### config.mk
export PLATFORM = sky130hd
export DESIGN_NAME = cmd_frame_encoder
export DESIGN_NICKNAME = d
export VERILOG_FILES = /design/src/rtl/cfe_pkg.sv /design/src/rtl/cfe_layout.sv /design/src/rtl/cfe_crc7.sv /design/src/rtl/cfe_byte_sel.sv /design/src/rtl/cmd_frame_encoder.sv
export SDC_FILE = /design/constraint.sdc
export NUM_CORES = 1
export LEC_CHECK = 0
export BUFFER_PORTS_ARGS = -buffer_cell sky130_fd_sc_hd__buf_4
export CORE_ASPECT_RATIO = 0.9
export CORE_UTILIZATION = 60
export DETAILED_ROUTE_END_ITERATION = 12
export PLACE_DENSITY = 0.89
export SLEW_MARGIN = 25
export SYNTH_ARGS = -nofsm -noshare
export SYNTH_HDL_FRONTEND = slang
export SYNTH_HIERARCHICAL = 1
export SYNTH_SLANG_ARGS = --single-unit
### constraint.sdc
create_clock -name clk -period 4.7 [get_ports clk]
set_input_delay 0.94 -clock clk [delete_from_list [all_inputs] [get_ports clk]]
set_output_delay 0.94 -clock clk [all_outputs]
set_load 0.02 [all_outputs]
### src/rtl/cfe_pkg.sv
// Package: opcodes, request record and frame-size constants shared by the
// frame encoder and its checker. Assumes byte-wide output.
package cfe_pkg;

    typedef enum logic [7:0] {
        OP_BULK_WR   = 8'hC1,
        OP_BULK_RD   = 8'hC2,
        OP_LOCAL_WR  = 8'hC3,
        OP_LOCAL_RD  = 8'hC4,
        OP_STOP      = 8'hC5,
        OP_AGAIN     = 8'hC6,
        OP_XBULK_WR  = 8'hC7,
        OP_XBULK_RD  = 8'hC8,
        OP_WORD_WR   = 8'hC9,
        OP_WORD_RD   = 8'hCA,
        OP_RESET     = 8'hCF
    } opcode_e;

    localparam int BODY_MAX = 8;                       // longest frame without check byte
    localparam int IDX_W    = $clog2(BODY_MAX + 1);    // index covers the check byte too
    localparam int SEL_W    = $clog2(BODY_MAX);

    typedef struct packed {
        logic [7:0]  cmd;
        logic [23:0] addr;
        logic [31:0] wdata;
        logic [23:0] len;
        logic        lowpwr;
    } frame_req_t;

endpackage

### src/rtl/cfe_layout.sv
// Layout decoder: from a request, builds the frame body (every byte except
// the check byte) and its byte count, and flags whether the opcode is known.
// Purely combinational; assumes the request is stable while it is sampled.
module cfe_layout
    import cfe_pkg::*;
(
    input  frame_req_t              req,
    output logic                    known,
    output logic [IDX_W-1:0]        body_len,
    output logic [BODY_MAX*8-1:0]   body
);

    logic [7:0] local_hi;

    // First address byte of local-register commands, with the low-power mark.
    always_comb local_hi = {req.addr[15] | req.lowpwr, req.addr[14:8]};

    // Per-opcode byte placement; byte k lives at body[8k +: 8].
    always_comb begin
        body        = '0;
        body[7:0]   = req.cmd;
        known       = 1'b1;
        body_len    = IDX_W'(4);
        case (req.cmd)
            OP_WORD_RD: begin
                body[31:8] = {req.addr[7:0], req.addr[15:8], req.addr[23:16]};
            end
            OP_LOCAL_RD: begin
                body[15:8]  = local_hi;
                body[23:16] = req.addr[7:0];
                body[31:24] = 8'h00;
            end
            OP_STOP, OP_AGAIN: begin
                body[31:8] = 24'h000000;
            end
            OP_RESET: begin
                body[31:8] = 24'hFFFFFF;
            end
            OP_BULK_WR, OP_BULK_RD: begin
                body[31:8]  = {req.addr[7:0], req.addr[15:8], req.addr[23:16]};
                body[47:32] = {req.len[7:0], req.len[15:8]};
                body_len    = IDX_W'(6);
            end
            OP_XBULK_WR, OP_XBULK_RD: begin
                body[31:8]  = {req.addr[7:0], req.addr[15:8], req.addr[23:16]};
                body[55:32] = {req.len[7:0], req.len[15:8], req.len[23:16]};
                body_len    = IDX_W'(7);
            end
            OP_LOCAL_WR: begin
                body[15:8]  = local_hi;
                body[23:16] = req.addr[7:0];
                body[55:24] = {req.wdata[7:0], req.wdata[15:8],
                               req.wdata[23:16], req.wdata[31:24]};
                body_len    = IDX_W'(7);
            end
            OP_WORD_WR: begin
                body[31:8]  = {req.addr[7:0], req.addr[15:8], req.addr[23:16]};
                body[63:32] = {req.wdata[7:0], req.wdata[15:8],
                               req.wdata[23:16], req.wdata[31:24]};
                body_len    = IDX_W'(8);
            end
            default: begin
                known    = 1'b0;
                body_len = '0;
            end
        endcase
    end

endmodule

### src/rtl/cfe_crc7.sv
// Serial CRC7 accumulator: folds one byte per step, MSB first, with no table.
// Assumes init and step are never both high in the same cycle.
module cfe_crc7 #(
    parameter logic [6:0] SEED = 7'h7F,
    parameter logic [6:0] POLY = 7'h09
) (
    input  logic       clk,
    input  logic       rst_n,
    input  logic       init,
    input  logic       step,
    input  logic [7:0] din,
    output logic [6:0] crc
);

    logic [6:0] crc_q;
    logic [6:0] crc_nx;

    // Eight unrolled shift/xor stages over the incoming byte.
    always_comb begin
        crc_nx = crc_q;
        for (int b = 7; b >= 0; b--) begin
            if (crc_nx[6] ^ din[b]) crc_nx = {crc_nx[5:0], 1'b0} ^ POLY;
            else                    crc_nx = {crc_nx[5:0], 1'b0};
        end
    end

    // Remainder register: seeded at frame start, advanced per handed-over byte.
    always_ff @(posedge clk) begin
        if (!rst_n)      crc_q <= SEED;
        else if (init)   crc_q <= SEED;
        else if (step)   crc_q <= crc_nx;
    end

    assign crc = crc_q;

endmodule

### src/rtl/cfe_byte_sel.sv
// Output byte selector: picks the body byte at the current index, or the
// left-justified check byte when the index points past the body.
module cfe_byte_sel
    import cfe_pkg::*;
#(
    parameter int N = BODY_MAX
) (
    input  logic [N*8-1:0]          body,
    input  logic [$clog2(N)-1:0]    sel,
    input  logic                    pick_crc,
    input  logic [6:0]              crc,
    output logic [7:0]              dout
);

    logic [7:0] lane [N];

    // Slice the flat body into byte lanes.
    for (genvar g = 0; g < N; g++) begin : g_lane
        assign lane[g] = body[g*8 +: 8];
    end

    // Final multiplexer.
    always_comb dout = pick_crc ? {crc, 1'b0} : lane[sel];

endmodule

### src/rtl/cmd_frame_encoder.sv
// Command frame encoder top: accepts one request when idle, latches its
// layout, then streams the frame bytes over valid/ready, appending a CRC7
// byte when enabled. Unknown opcodes give a one-cycle error and no bytes.
// Assumes the consumer obeys valid/ready; requests while busy are dropped.
module cmd_frame_encoder
    import cfe_pkg::*;
#(
    parameter logic [6:0] CRC_SEED = 7'h7F,
    parameter logic [6:0] CRC_POLY = 7'h09
) (
    input  logic        clk,
    input  logic        rst_n,
    input  logic        req_valid,
    output logic        req_ready,
    input  logic [7:0]  req_cmd,
    input  logic [23:0] req_addr,
    input  logic [31:0] req_wdata,
    input  logic [23:0] req_len,
    input  logic        req_lowpwr,
    input  logic        req_crc_en,
    output logic        out_valid,
    input  logic        out_ready,
    output logic [7:0]  out_data,
    output logic        out_last,
    output logic        busy,
    output logic        err
);

    typedef enum logic {ST_IDLE, ST_SEND} state_e;

    state_e                 state_q;
    logic [BODY_MAX*8-1:0]  body_q;
    logic [IDX_W-1:0]       blen_q;
    logic [IDX_W-1:0]       idx_q;
    logic                   crc_on_q;
    logic                   err_q;

    frame_req_t             req_in;
    logic                   known;
    logic [IDX_W-1:0]       body_len;
    logic [BODY_MAX*8-1:0]  body;
    logic                   accept;
    logic                   fire;
    logic                   at_crc;
    logic [IDX_W-1:0]       last_idx;
    logic [6:0]             crc;

    // Pack the request ports into one record.
    always_comb req_in = '{cmd: req_cmd, addr: req_addr, wdata: req_wdata,
                           len: req_len, lowpwr: req_lowpwr};

    cfe_layout u_layout (
        .req      (req_in),
        .known    (known),
        .body_len (body_len),
        .body     (body)
    );

    // Handshake and position decode.
    always_comb begin
        accept   = (state_q == ST_IDLE) && req_valid;
        fire     = (state_q == ST_SEND) && out_ready;
        at_crc   = crc_on_q && (idx_q == blen_q);
        last_idx = crc_on_q ? blen_q : IDX_W'(blen_q - IDX_W'(1));
    end

    // Sequencer: idle/send state, latched layout, byte index and error pulse.
    always_ff @(posedge clk) begin
        if (!rst_n) begin
            state_q  <= ST_IDLE;
            body_q   <= '0;
            blen_q   <= '0;
            idx_q    <= '0;
            crc_on_q <= 1'b0;
            err_q    <= 1'b0;
        end else begin
            err_q <= 1'b0;
            if (accept) begin
                if (known) begin
                    state_q  <= ST_SEND;
                    body_q   <= body;
                    blen_q   <= body_len;
                    crc_on_q <= req_crc_en;
                    idx_q    <= '0;
                end else begin
                    err_q <= 1'b1;
                end
            end else if (fire) begin
                if (idx_q == last_idx) state_q <= ST_IDLE;
                idx_q <= IDX_W'(idx_q + IDX_W'(1));
            end
        end
    end

    cfe_crc7 #(
        .SEED (CRC_SEED),
        .POLY (CRC_POLY)
    ) u_crc (
        .clk   (clk),
        .rst_n (rst_n),
        .init  (accept),
        .step  (fire && !at_crc),
        .din   (out_data),
        .crc   (crc)
    );

    cfe_byte_sel #(
        .N (BODY_MAX)
    ) u_sel (
        .body     (body_q),
        .sel      (idx_q[SEL_W-1:0]),
        .pick_crc (at_crc),
        .crc      (crc),
        .dout     (out_data)
    );

    // Port drives.
    always_comb begin
        busy      = (state_q == ST_SEND);
        req_ready = (state_q == ST_IDLE);
        out_valid = (state_q == ST_SEND);
        out_last  = (state_q == ST_SEND) && (idx_q == last_idx);
        err       = err_q;
    end

endmodule

======== Yosys cells after proc, flatten, opt, wreduce, memory -nomap -nowiden ========
Index checks and enable logic that the tools add are counted.
operators by class
  $add $sub $neg .......................... 2
  order comparisons ....................... 1
  equality and inequality tests ........... 14
  multiplexer cells ....................... 27
  bitwise operators ....................... 20
  reductions and logical operators ........ 19
operator list
  cell                                               count
  case mux 24 bit (4 select lines)                   1
  equality test 8 bit (second input constant)        11
  case mux 16 bit (4 select lines)                   1
  2-to-1 mux 4 bit                                   12
  2-to-1 mux 8 bit                                   4
  binary-select mux 8 bit (select 3 bit)             1
  case mux 8 bit (3 select lines)                    1
  inverter 2 bit                                     8
  case mux 4 bit (4 select lines)                    1
  OR reduction 11 bit                                1
  equality test 4 bit                                2
  XOR 1 bit                                          8
  2-to-1 mux 1 bit                                   6
  AND reduction 2 bit                                3
  OR reduction 2 bit                                 3
  OR reduction 6 bit                                 1
  logical AND 1 bit                                  5
  OR reduction 5 bit                                 1
  adder 4 x 1 -> 4 bit (second input constant)       1
  >= comparator 4 bit (second input constant)        1
  inverter 3 -> 4 bit                                1
  nonzero test 2 bit                                 2
  subtractor 4 x 1 -> 4 bit (second input constant)  1
  AND reduction 3 bit                                1
  5 further kinds                                    6
word-level totals
  register bits after elaboration ......... 82
  output and inout port bits .............. 13

======== Depth between registers and ports, before layout ========
Gate-level depths: netlist of the first run.
  depth after elaboration ................. 21
  depth in mapped cells ................... 10
  mapped depth without buffers ............ 9

======== By module ========
Netlist of the first run, hierarchy kept.
modules (own cells, without submodules)
  module             instances  cells each  area an instance (sq um)  seq. area each (sq um)
  cmd_frame_encoder  1          350         2975.4                    1501.4
  cfe_layout         1          190         1287.5                    0.0
  cfe_byte_sel       1          69          626.9                     0.0
  cfe_crc7           1          42          424.2                     140.1

======== Worst setup path before layout of the first run ========
OpenSTA, ideal clock, no wires.
  path kind ............................... register to output
  from .................................... register idx_q[1]
  to ...................................... output port out_data[6]
  arrival ................................. 1.821 ns
  path slack .............................. 1.939 ns
  cell stages (with the launch flop) ...... 7
  path through ............................ dfxtp_1 > xnor2_1 > nand3_1 > nor3_1 > buf_1 > nand2_1 > o31ai_1
on the way
  elaborated cells between the ends (all ways) .. 7
  those cells by class .................... eq/ne: 1; mux: 4; bitwise: 1; reduce/logical: 1
RTL lines
  what                    RTL line                 text
  start, declared         cmd_frame_encoder.sv:34  logic [IDX_W-1:0] idx_q;
  start signal, assigned  cmd_frame_encoder.sv:90  idx_q <= IDX_W'(idx_q + IDX_W'(1));
  equality test 4 bit     cmd_frame_encoder.sv:63  at_crc = crc_on_q && (idx_q == blen_q);
  logical AND 1 bit       cmd_frame_encoder.sv:63
  net at_crc              cmd_frame_encoder.sv:44  logic at_crc;
  2-to-1 mux 8 bit        cfe_byte_sel.sv:23       always_comb dout = pick_crc ? {crc, 1'b0} : lane[sel];
  end, declared           cmd_frame_encoder.sv:23  output logic [7:0] out_data,
The timed path passes the listed nets, and every way through them passes these cells. The select of a mux whose other input is x is not followed.

======== Worst setup path in the final report of the first run ========
  from .................................... register idx_q[0]
  to ...................................... output port out_data[6]
Same word-level chain as after synthesis.

==> summary.md, run 1 <==
| Metric | Value |
|---|---|
| Slowest stage delay, CP | 0.50 ns |
| Reg2reg end | u_crc/crc[6] |
| Multi-input gate area | 0.00330 mm^2 |
| Cell taking the most area after synthesis | dfxtp_1 |
| Flop pwr share | 0.513 |
| Yosys top cell area share | 0.309 |
| Syn_area_per_cell | 8.16 um^2 |
| Crit path kind | register to primary output |
| CTS Buf Count | 9 |
| Final Hold Viols | 0 |
| Setup bufs post-CTS | 0 |
| Die width | 101 um |
| Register bit total from synthesis | 82 |
| Non-Filler Instances | 840 |
| Routed Antenna Nets | 0 |
| Starting Density | 0.620 |
| Clock root cell | clkbuf_8 |
| Post-Synthesis Cells | 651 |
| Sequential-to-total area share from yosys stat | 0.309 |
| Core area | 0.00857 mm^2 |
| R2R Setup Slk | 2.07 ns |
| EDFF count, synth | 0 |
| RD Place Congestion | 0.837 |
| Cells on worst reg2reg path | 9 |
| CTS HTree Levels | 3 |
| Syn Nets | 747 |
| Internal power | 1.03 mW |
| Endpoint class of the critical path | primary output |
| Max Root-Sink Buffers | 2 |
| First-pass GRT wire length | 22700 um |
| Mapped Area | 0.00531 mm^2 |
| VDD IR-drop max | 0.000182 V |
| Vias | 5102 |
| Clk sinks | 82 |
| Sw Pwr | 0.331 mW |
| Top post-synthesis cells by area | dfxtp_1, nand2_1, a21boi_0 |
| Die Area | 0.00924 mm^2 |
| Clock power share | 0.362 |
| End of the critical path | out_data[6] |
| Largest net degree at the start of global routing | 77 |
| Yosys cell types | 57 |
| Top cell by count, worst path | buf_4 |
| Slew Limit Fails | 0 |
| Critical path startpoint | idx_q[0] |
| Row cnt | 32 |
| Pleak | 2.31 nW |
| Starting DRT DRC Count | 422 |
| Hold Buf Count CTS | 0 |
| Gate power share | 0.125 |
| Final period utilization | 0.683 |
| Critical path's slowest cell | o31ai_1 |
| Async SR Flop Fraction | 0 |
| Synth Flop Type | dfxtp_1 |
| Vias in the first global route | 4712 |
| Max frequency | 312 MHz |
| Cell area power density | 221 mW/mm^2 |
| Worst r2r src | idx_q[0] |
| Half-perimeter wire length after detailed placement | 10100 um |
| Post-route DRC | 0 |
| Clk_lat worst skew | 0.35 ns |
| Clk slew on worst S/H paths | 0.08 ns |
| Outcome | finished clean |
| Gr usage total | 0.314 |
| Max Cap Viol | 0 |
| Wirelength per Cell | 16.9 um |
| Crit Path Max Fanout | 17 |
| Cts repair resizes | 0 |
| Grt ovf | 0 |
| Sw Share | 0.243 |
| Post-Route Setup TNS | 0 ns |
| Buf/Inv on CP | 3 |
| Register area | 0.00164 mm^2 |
| Clock Skew | 0.00672 ns |
| Synthesis warning total | 6 |
| Syn-to-layout area delta | 16.0% |
| Placed cell count | 824 |
| Pre-antenna DRT Iters | 6 |
| Slew margin rel. | 0.356 |
| Final net count | 812 |
| Die height | 91.3 um |
| CTS tree | built |
| Top Ports | 107 |
| Diodes inserted | 0 |
| Final Setup Violations | 0 |
| Initial antenna violation count | 0 |
| Crit-path leading delay family | buffers and inverters |
| Cells along the critical path | buf_4 -> xor2_1 -> nor3_1 -> buf_4 -> o31ai_1 -> buf_4 |
| CP Data Arrival Time | 2.27 ns |
| Routed WL | 14200 um |
| Worst-Margin Slew | 0.959 ns |
| Critical path depth | 6 |
| Fill cells | 669 |
| Worst Hold Class | register to register |
| RSZ-0062 raised after global routing | no |
| CP Launch Type | register |
| Layout cell share with drive strength beyond 1 | 0.237 |
| Port Buf Inserts | 106 |
| Tmin final | 3.21 ns |
| Worst Path Required | 3.76 ns |
| Drt via density | 6.07 |
## cells by family (layout without fill, tap and decap cells)
| group | after synthesis | in the layout | share of synthesized area |
|---|---|---|---|
| multiplexers | 45 | 45 | 0.0963 |
| XOR/XNOR | 25 | 25 | 0.0492 |
| AND/OR/NAND/NOR | 247 | 247 | 0.202 |
| buffers and inverters | 66 | 136 | 0.0725 |
| adder cells (fa/ha/maj) | 2 | 2 | 0.00471 |
| AO/OA/AOI/OAI | 184 | 184 | 0.266 |
| flip-flops | 82 | 82 | 0.309 |
## placed cells by master (no fill, tap or decap), types with 3 or more instances in the layout
| cell | synthesis | layout |
|---|---|---|
| o2bb2ai_1 | 16 | 16 |
| o22ai_1 | 7 | 7 |
| mux2_2 | 23 | 23 |
| a22oi_1 | 40 | 40 |
| a21oi_1 | 4 | 4 |
| o31ai_2 | 3 | 3 |
| nand2_1 | 178 | 178 |
| nor3_1 | 6 | 6 |
| mux2i_1 | 20 | 20 |
| a22o_1 | 7 | 7 |
| a21boi_0 | 62 | 62 |
| inv_1 | 5 | 5 |
| o31ai_1 | 4 | 4 |
| xnor2_1 | 14 | 14 |
| buf_4 | 14 | 115 |
| xor2_1 | 7 | 7 |
| nand3_1 | 6 | 6 |
| or2_2 | 4 | 4 |
| nor2_1 | 22 | 21 |
| and2_1 | 10 | 9 |
| a21boi_1 | 10 | 10 |
| o21ai_0 | 12 | 12 |
| clkbuf_8 | 0 | 9 |
| nor2b_1 | 3 | 3 |
| dfxtp_1 | 82 | 82 |
| a221o_1 | 8 | 8 |
## final cells by class
class / instances / share of cell area
Clock buffer: 11 / 0.0213
Timing Repair Buffer: 115 / 0.140
Multi-Input combinational cell: 503 / 0.536
Sequential cell: 82 / 0.266
Tap cell: 119 / 0.0242
Inverter: 5 / 0.00305
Clock inverter: 5 / 0.00893
## metrics by stage
step                instance area, um^2  worst slack [ns]  power, mW  hold WS, ns   util
finish                             6160              1.49       1.36        0.459  0.719
detailed placement                 5970              1.21      0.880        0.450  0.697
global placement                   5970              1.35      0.876        0.438  0.697
CTS                                6160              1.49       1.36        0.461  0.718
global route                       6160              1.30       1.40        0.483  0.719
floorplan                          5310              1.94      0.798        0.431      -
## cells in the mapped netlist (5+ instances only)
master	count
and2_1	10
nor2_1	22
a21boi_1	10
dfxtp_1	82
mux2i_1	20
inv_1	5
a221o_1	8
a21boi_0	62
o22ai_1	7
buf_4	14
xnor2_1	14
buf_2	19
mux2_2	23
a22o_1	7
nor3_1	6
o21ai_0	12
clkbuf_1	16
nand2_1	178
a22oi_1	40
o2bb2ai_1	16
xor2_1	7
buf_6	8
nand3_1	6
## worst min path at each step
stage                     startpoint  depth (start not counted)          to  slack [ns]
after floorplan           body_q[24]                          2  body_q[24]        0.43
after global placement    body_q[24]                          2  body_q[24]        0.44
after detailed placement  body_q[21]                          2  body_q[21]        0.45
after CTS                 body_q[21]                          2  body_q[21]        0.46
after global routing       body_q[0]                          2   body_q[0]        0.48
final                     body_q[21]                          2  body_q[21]        0.46
## state kept, by name, summed over array words and instances, names as in the netlist
register and flops:
u_crc/crc 7, body_q 64, crc_on_q 1, err 1, blen_q 4, busy 1, idx_q 4
## worst min-delay path, delay by kind of cell, from the launching register on
kind	cells	cell delay (ns)
DFF	1	0.32
AOI/OAI and AO/OA	1	0.05
and+or+nand+nor	1	0.05
## power by group through the flow
stage / combinational [mW] / sequential [mW] / clock, mW
detailed placement: 0.166 / 0.714 / 0
global route: 0.180 / 0.697 / 0.521
global placement: 0.163 / 0.714 / 0
CTS: 0.167 / 0.697 / 0.494
floorplan: 0.0833 / 0.714 / 0
finish: 0.170 / 0.697 / 0.492
## routing by layer
layer	part of all wire	GRT usage
met3	0.092	0.0539
met2	0.46	0.494
met5	0	0
met1	0.41	0.426
met4	0.030	0.121
Power figures use the tool's default switching activity.
==> inputs of run 2 (changes only) <==
Settings changed: CORE_UTILIZATION 60 to 56, PLACE_DENSITY 0.89 to 0.84.
Clock period 4.7 ns to 3.2 ns, I/O delays scaled along.
==> run 2 against run 1 <==
Compared with the run above:
- combinational power is 47% higher
- global-route usage decreased by 1.7 points
- sequential power up 46%
- critical path type unchanged
- largest cell class unchanged
==> summary.md, run 2 (same netlist as run 1, synthesis figures left out) <==
| Metric | Value |
|---|---|
| Max Root-Sink Buffers | 2 |
| Sw Pwr | 0.522 mW |
| Most frequent cells in the layout | nand2_1, buf_4, dfxtp_1 |
| Post-Route Setup TNS | 0 ns |
| Worst Path Required | 2.56 ns |
| DP Worst Slack | 0.391 ns |
| Final Hold Viols | 0 |
| Register area | 0.00164 mm^2 |
| Die width | 105 um |
| CP Data Arrival Time | 2.38 ns |
| Final net count | 821 |
| Worst r2r src | idx_q[1] |
| Worst-Margin Slew | 0.661 ns |
| Post-route cell area | 0.00628 mm^2 |
| Endpoint class of the critical path | primary output |
| Internal power | 1.62 mW |
| Initial antenna violation count | 0 |
| Clock root cell | clkbuf_8 |
| Flop pwr share | 0.479 |
| Starting Density | 0.580 |
| Vias in the first global route | 4588 |
| Hold path start | body_q[26] |
| Drt via density | 5.90 |
| Max Cap Viol | 0 |
| Clk slew on worst S/H paths | 0.08 ns |
| Pre-antenna DRT Iters | 5 |
| Fin Hold WS | 0.453 ns |
| Commonest non-fill, non-tap cell in the layout | nand2_1 |
| CTS HTree Levels | 3 |
| Clock Skew | 0.00995 ns |
| RSZ-0062 raised after global routing | no |
| Port Buf Inserts | 106 |
| Final Util | 0.685 |
| Clk sinks | 82 |
| Slew margin rel. | 0.558 |
| Largest Register | body_q |
| Placed Area | 0.00605 mm^2 |
| Half-perimeter wire length after detailed placement | 10400 um |
| Core area | 0.00917 mm^2 |
| Layout cell share with drive strength beyond 1 | 0.247 |
| Syn-to-layout area delta | 18.2% |
| Final period utilization | 0.943 |
| Post-route DRC | 0 |
| VDD IR-drop max | 0.000221 V |
| Final Setup Violations | 0 |
| Top Ports | 107 |
| CP Launch Type | register |
| Clk_lat worst skew | 0.37 ns |
| Sw Share | 0.244 |
| Starting DRT DRC Count | 359 |
| Cell area power density | 341 mW/mm^2 |
| Routed WL | 14600 um |
| Crit Path Max Fanout | 11 |
| Worst Hold Class | register to register |
| Gr usage total | 0.296 |
| Die height | 94.4 um |
| Clock power share | 0.404 |
| Multi-input gate area | 0.00330 mm^2 |
| Routed Antenna Nets | 0 |
| Tmin final | 3.02 ns |
| Setup bufs post-CTS | 0 |
| Slew Limit Fails | 0 |
| Crit path kind | register to primary output |
| Critical path startpoint | idx_q[1] |
| Max frequency | 332 MHz |
| Outcome | finished clean |
| Largest net degree at the start of global routing | 76 |
| Non-Filler Instances | 852 |
| Die Area | 0.00988 mm^2 |
| First-pass GRT wire length | 22700 um |
| Setup slack after layout | 0.184 ns |
| Total power | 2.14 mW |
| Wirelength per Cell | 17.1 um |
| Grt ovf | 0 |
| CTS Buf Count | 9 |
| Cts repair resizes | 0 |
| Placed cell count | 836 |
| Vias | 5027 |
| Gate power share | 0.117 |
| Hold Buf Count CTS | 0 |
| CTS tree | built |
| Row cnt | 33 |
| Diodes inserted | 0 |
| Fill cells | 761 |
| Max FFs per register | 64 |
| RD Place Congestion | 0.842 |
| Pleak | 2.39 nW |
-- run 2: changes by cell type in the layout (fill, tap and decap cells not counted), sizes merged --
cell,delta
buf,+9
bufinv,+1
inv,+1
clkinv,-1
clkbuf,-1
-- run 2: final timing paths --
check | depth (start not counted) | slack, ns | to
hold / removal | 2 | 0.45 | body_q[26]
setup / recovery | 4 | 0.18 | out_data[6]
setup reg to reg | 7 | 0.44 | u_crc/crc[6]
hold reg to reg | 2 | 0.45 | body_q[26]
-- run 2: area by class of cell --
| cell class | instances | share of cell area |
|---|---|---|
| Multi-Input combinational cell | 503 | 0.525 |
| Sequential cell | 82 | 0.261 |
| Timing Repair Buffer | 124 | 0.150 |
| Tap cell | 122 | 0.0243 |
| Clock buffer | 10 | 0.0219 |
| Clock inverter | 6 | 0.0141 |
| Inverter | 5 | 0.00299 |
-- run 2: power by group through the flow --
stage	Clock (mW)	Sequential, mW	Combinational, mW
3_5_place_dp	0	1.05	0.245
4_1_cts	0.860	1.02	0.246
6_report	0.865	1.02	0.250
2_1_floorplan	0	1.05	0.122
3_3_place_gp	0	1.05	0.241
5_1_grt	0.894	1.02	0.266
-- run 2: metal layers --
layer,global-route usage,part of all wire,vias to the layer above
met4,0.134,0.029,0
li1,-,-,2423
met5,0,0,-
met2,0.481,0.45,237
met1,0.396,0.44,2334
met3,0.0386,0.075,33
-- run 2: worst max-delay path: stages (launching register included) --
cell     delay [ns]
dfxtp_1        0.66
nor2_1         0.29
a22o_1         0.30
o31ai_1        0.51
buf_4          0.24
==> inputs of run 3 (changes only) <==
Settings changed: CORE_UTILIZATION 56 to 55, PLACE_DENSITY 0.84 to 0.83, REMOVE_ABC_BUFFERS set to 1, SYNTH_HIERARCHICAL 1 to unset.
==> run 3 against run 2 <==
Compared with the run above:
- largest power group unchanged
- register-to-register slack improved by 0.07 ns
- via count rose by 0.52%
- total power is 10% higher
- worst setup slack gained 0.058 ns
- sequential cell count is the same
- core utilization grew 2.6 points
- critical endpoint unchanged
==> summary.md, run 3 <==
| Metric | Value |
|---|---|
| Outcome | finished clean |
| Slew margin rel. | 0.380 |
| EDFF count, synth | 0 |
| Clock Skew | 0.0100 ns |
| Worst r2r src | idx_q[0] |
| Post-Synthesis Cells | 582 |
| Hold path start | body_q[12] |
| Yosys cell types | 51 |
| Pre-antenna DRT Iters | 5 |
| Most frequent cells in the layout | buf_4, dfxtp_1, nand2_1 |
| Hold Buf Count CTS | 0 |
| Slowest stage delay, CP | 0.62 ns |
| Vias in the first global route | 4880 |
| Port Buf Inserts | 106 |
| Max frequency | 338 MHz |
| Async SR Flop Fraction | 0 |
| Layout cell share with drive strength beyond 1 | 0.272 |
| Crit path kind | register to primary output |
| Syn_area_per_cell | 8.74 um^2 |
| Starting DRT DRC Count | 360 |
| Initial antenna violation count | 0 |
| Register bit total from synthesis | 82 |
| Die height | 93.2 um |
| Fill cells | 663 |
| First-pass GRT wire length | 23800 um |
| Final net count | 765 |
| Grt ovf | 0 |
| Cells along the critical path | buf_4 -> buf_4 -> mux2i_1 -> mux4_1 -> o21ai_0 -> buf_4 |
| Drt via density | 6.37 |
| Crit-path leading delay family | multiplexers |
| Clk sinks | 82 |
| Die width | 103 um |
| Synth cell count leaders | dfxtp_1, nand2_1, o21ai_0 |
| Die Area | 0.00963 mm^2 |
| Endpoint class of the critical path | primary output |
| Starting Density | 0.580 |
| Fin Hold WS | 0.458 ns |
| Critical path startpoint | idx_q[1] |
| RD Place Congestion | 0.915 |
| Top post-synthesis cells by area | dfxtp_1, a22o_1, nand2_1 |
| Max Cap Viol | 0 |
| Gr usage total | 0.327 |
| VDD IR-drop max | 0.000207 V |
| Synth Flop Type | dfxtp_1 |
| Half-perimeter wire length after detailed placement | 10800 um |
| Diodes inserted | 0 |
| Syn-to-layout area delta | 22.5% |
| Slew Limit Fails | 0 |
| Worst Hold Class | register to register |
| Largest net degree at the start of global routing | 37 |
| Final Hold Viols | 0 |
| Routed Antenna Nets | 0 |
| Worst Path Required | 2.56 ns |
| Most common cell in the netlist | dfxtp_1 |
| CTS HTree Levels | 3 |
| Top cell by count, worst path | buf_4 |
| Commonest non-fill, non-tap cell in the layout | buf_4 |
| Total power | 2.36 mW |
| RSZ-0062 raised after global routing | no |
| Post-route DRC | 0 |
| Mapped Area | 0.00508 mm^2 |
| Routed WL | 14900 um |
| Crit Path Max Fanout | 17 |
| Wirelength per Cell | 18.8 um |
| Final Setup Violations | 0 |
| CTS tree | built |
| Final period utilization | 0.924 |
| Yosys top cell area share | 0.323 |
| Max Root-Sink Buffers | 2 |
| Clk slew on worst S/H paths | 0.09 ns |
| Cell taking the most area after synthesis | dfxtp_1 |
| Vias | 5053 |
| Synthesis warning total | 0 |
| Pleak | 2.44 nW |
| Cell area power density | 379 mW/mm^2 |
| Row cnt | 32 |
| Buf/Inv on CP | 3 |
| Tmin final | 2.96 ns |
| CP Launch Type | register |
| Core area | 0.00877 mm^2 |
| Largest Register | body_q |
| Setup bufs post-CTS | 0 |
| Top Ports | 107 |
| Clock root cell | clkbuf_8 |
| Sequential-to-total area share from yosys stat | 0.323 |
| Critical path's slowest cell | mux4_1 |
| Max FFs per register | 64 |
| Worst-Margin Slew | 0.931 ns |
| CTS Buf Count | 9 |
| Clk_lat worst skew | 0.36 ns |
| CP Data Arrival Time | 2.32 ns |
run 3: kinds of logic (layout without fill, tap and decap cells):
kind of cell | after synthesis | count (layout) | share of synthesized area
buffers and inverters | 63 | 155 | 0.0571
muxes | 55 | 55 | 0.149
xor gates and xnor gates | 26 | 26 | 0.0571
and+or+nand+nor | 155 | 155 | 0.143
AOI/OAI and AO/OA | 199 | 199 | 0.266
DFF | 82 | 82 | 0.323
adders and majority gates | 2 | 2 | 0.00492
run 3: worst register-to-register path, delay by kind of cell (launching register included):
kind	cells	cell delay (ns)
simple gates	2	0.40
mux	2	0.94
flops	1	0.48
xor+xnor	2	0.62
buf+inv	1	0.21
run 3: path summary, 6_finish.rpt:
kind | cells past startpoint | end | slack, ns
max | 6 | out_data[6] | 0.24
min | 2 | body_q[12] | 0.46
max reg2reg | 7 | u_crc.crc[4] | 0.51
min reg2reg | 2 | body_q[12] | 0.46
run 3: per-layer routing:
metal | share of wire | global-route usage | up-vias
met2 | 0.47 | 0.536 | 292
met4 | 0.040 | 0.173 | 0
li1 | - | - | 2334
met5 | 0 | 0 | -
met3 | 0.075 | 0.0404 | 43
met1 | 0.41 | 0.419 | 2384
run 3: timing repair:
item | 4_1_cts | 5_1_grt
hold endpoints to repair | 0 | 0
resized for setup | 0 | 1
setup endpoints to repair | 0 | 1
run 3: where the power goes:
group          internal, mW  switching (mW)  leakage (nW)  total (mW)
clock network         0.597           0.392         0.129       0.989
logic                 0.168           0.175          1.65       0.343
registers              1.02         0.00372         0.662        1.03
run 3: cell type report:
cell class	count	area, um^2	share of cell area
Sequential cell	82	1640	0.264
Clock inverter	7	141	0.0227
Inverter	11	41.3	0.00663
Timing Repair Buffer	128	961	0.154
Multi-Input combinational cell	437	3170	0.509
Clock buffer	9	124	0.0199
Tap cell	119	149	0.0239
run 3: through the flow:
step / cells / cell area (um^2) / setup TNS (ns) / worst slack, ns / util
finish: 793 / 6230 / 0 / 0.242 / 0.711
global route: 793 / 6230 / 0 / 0.0797 / 0.711
CTS: 793 / 6230 / 0 / 0.0761 / 0.710
detailed placement: 777 / 5960 / 0 / 0.280 / 0.680
global placement: 777 / 5960 / 0 / 0.383 / 0.680
floorplan: 530 / 4840 / -40.91 / -0.697 / -
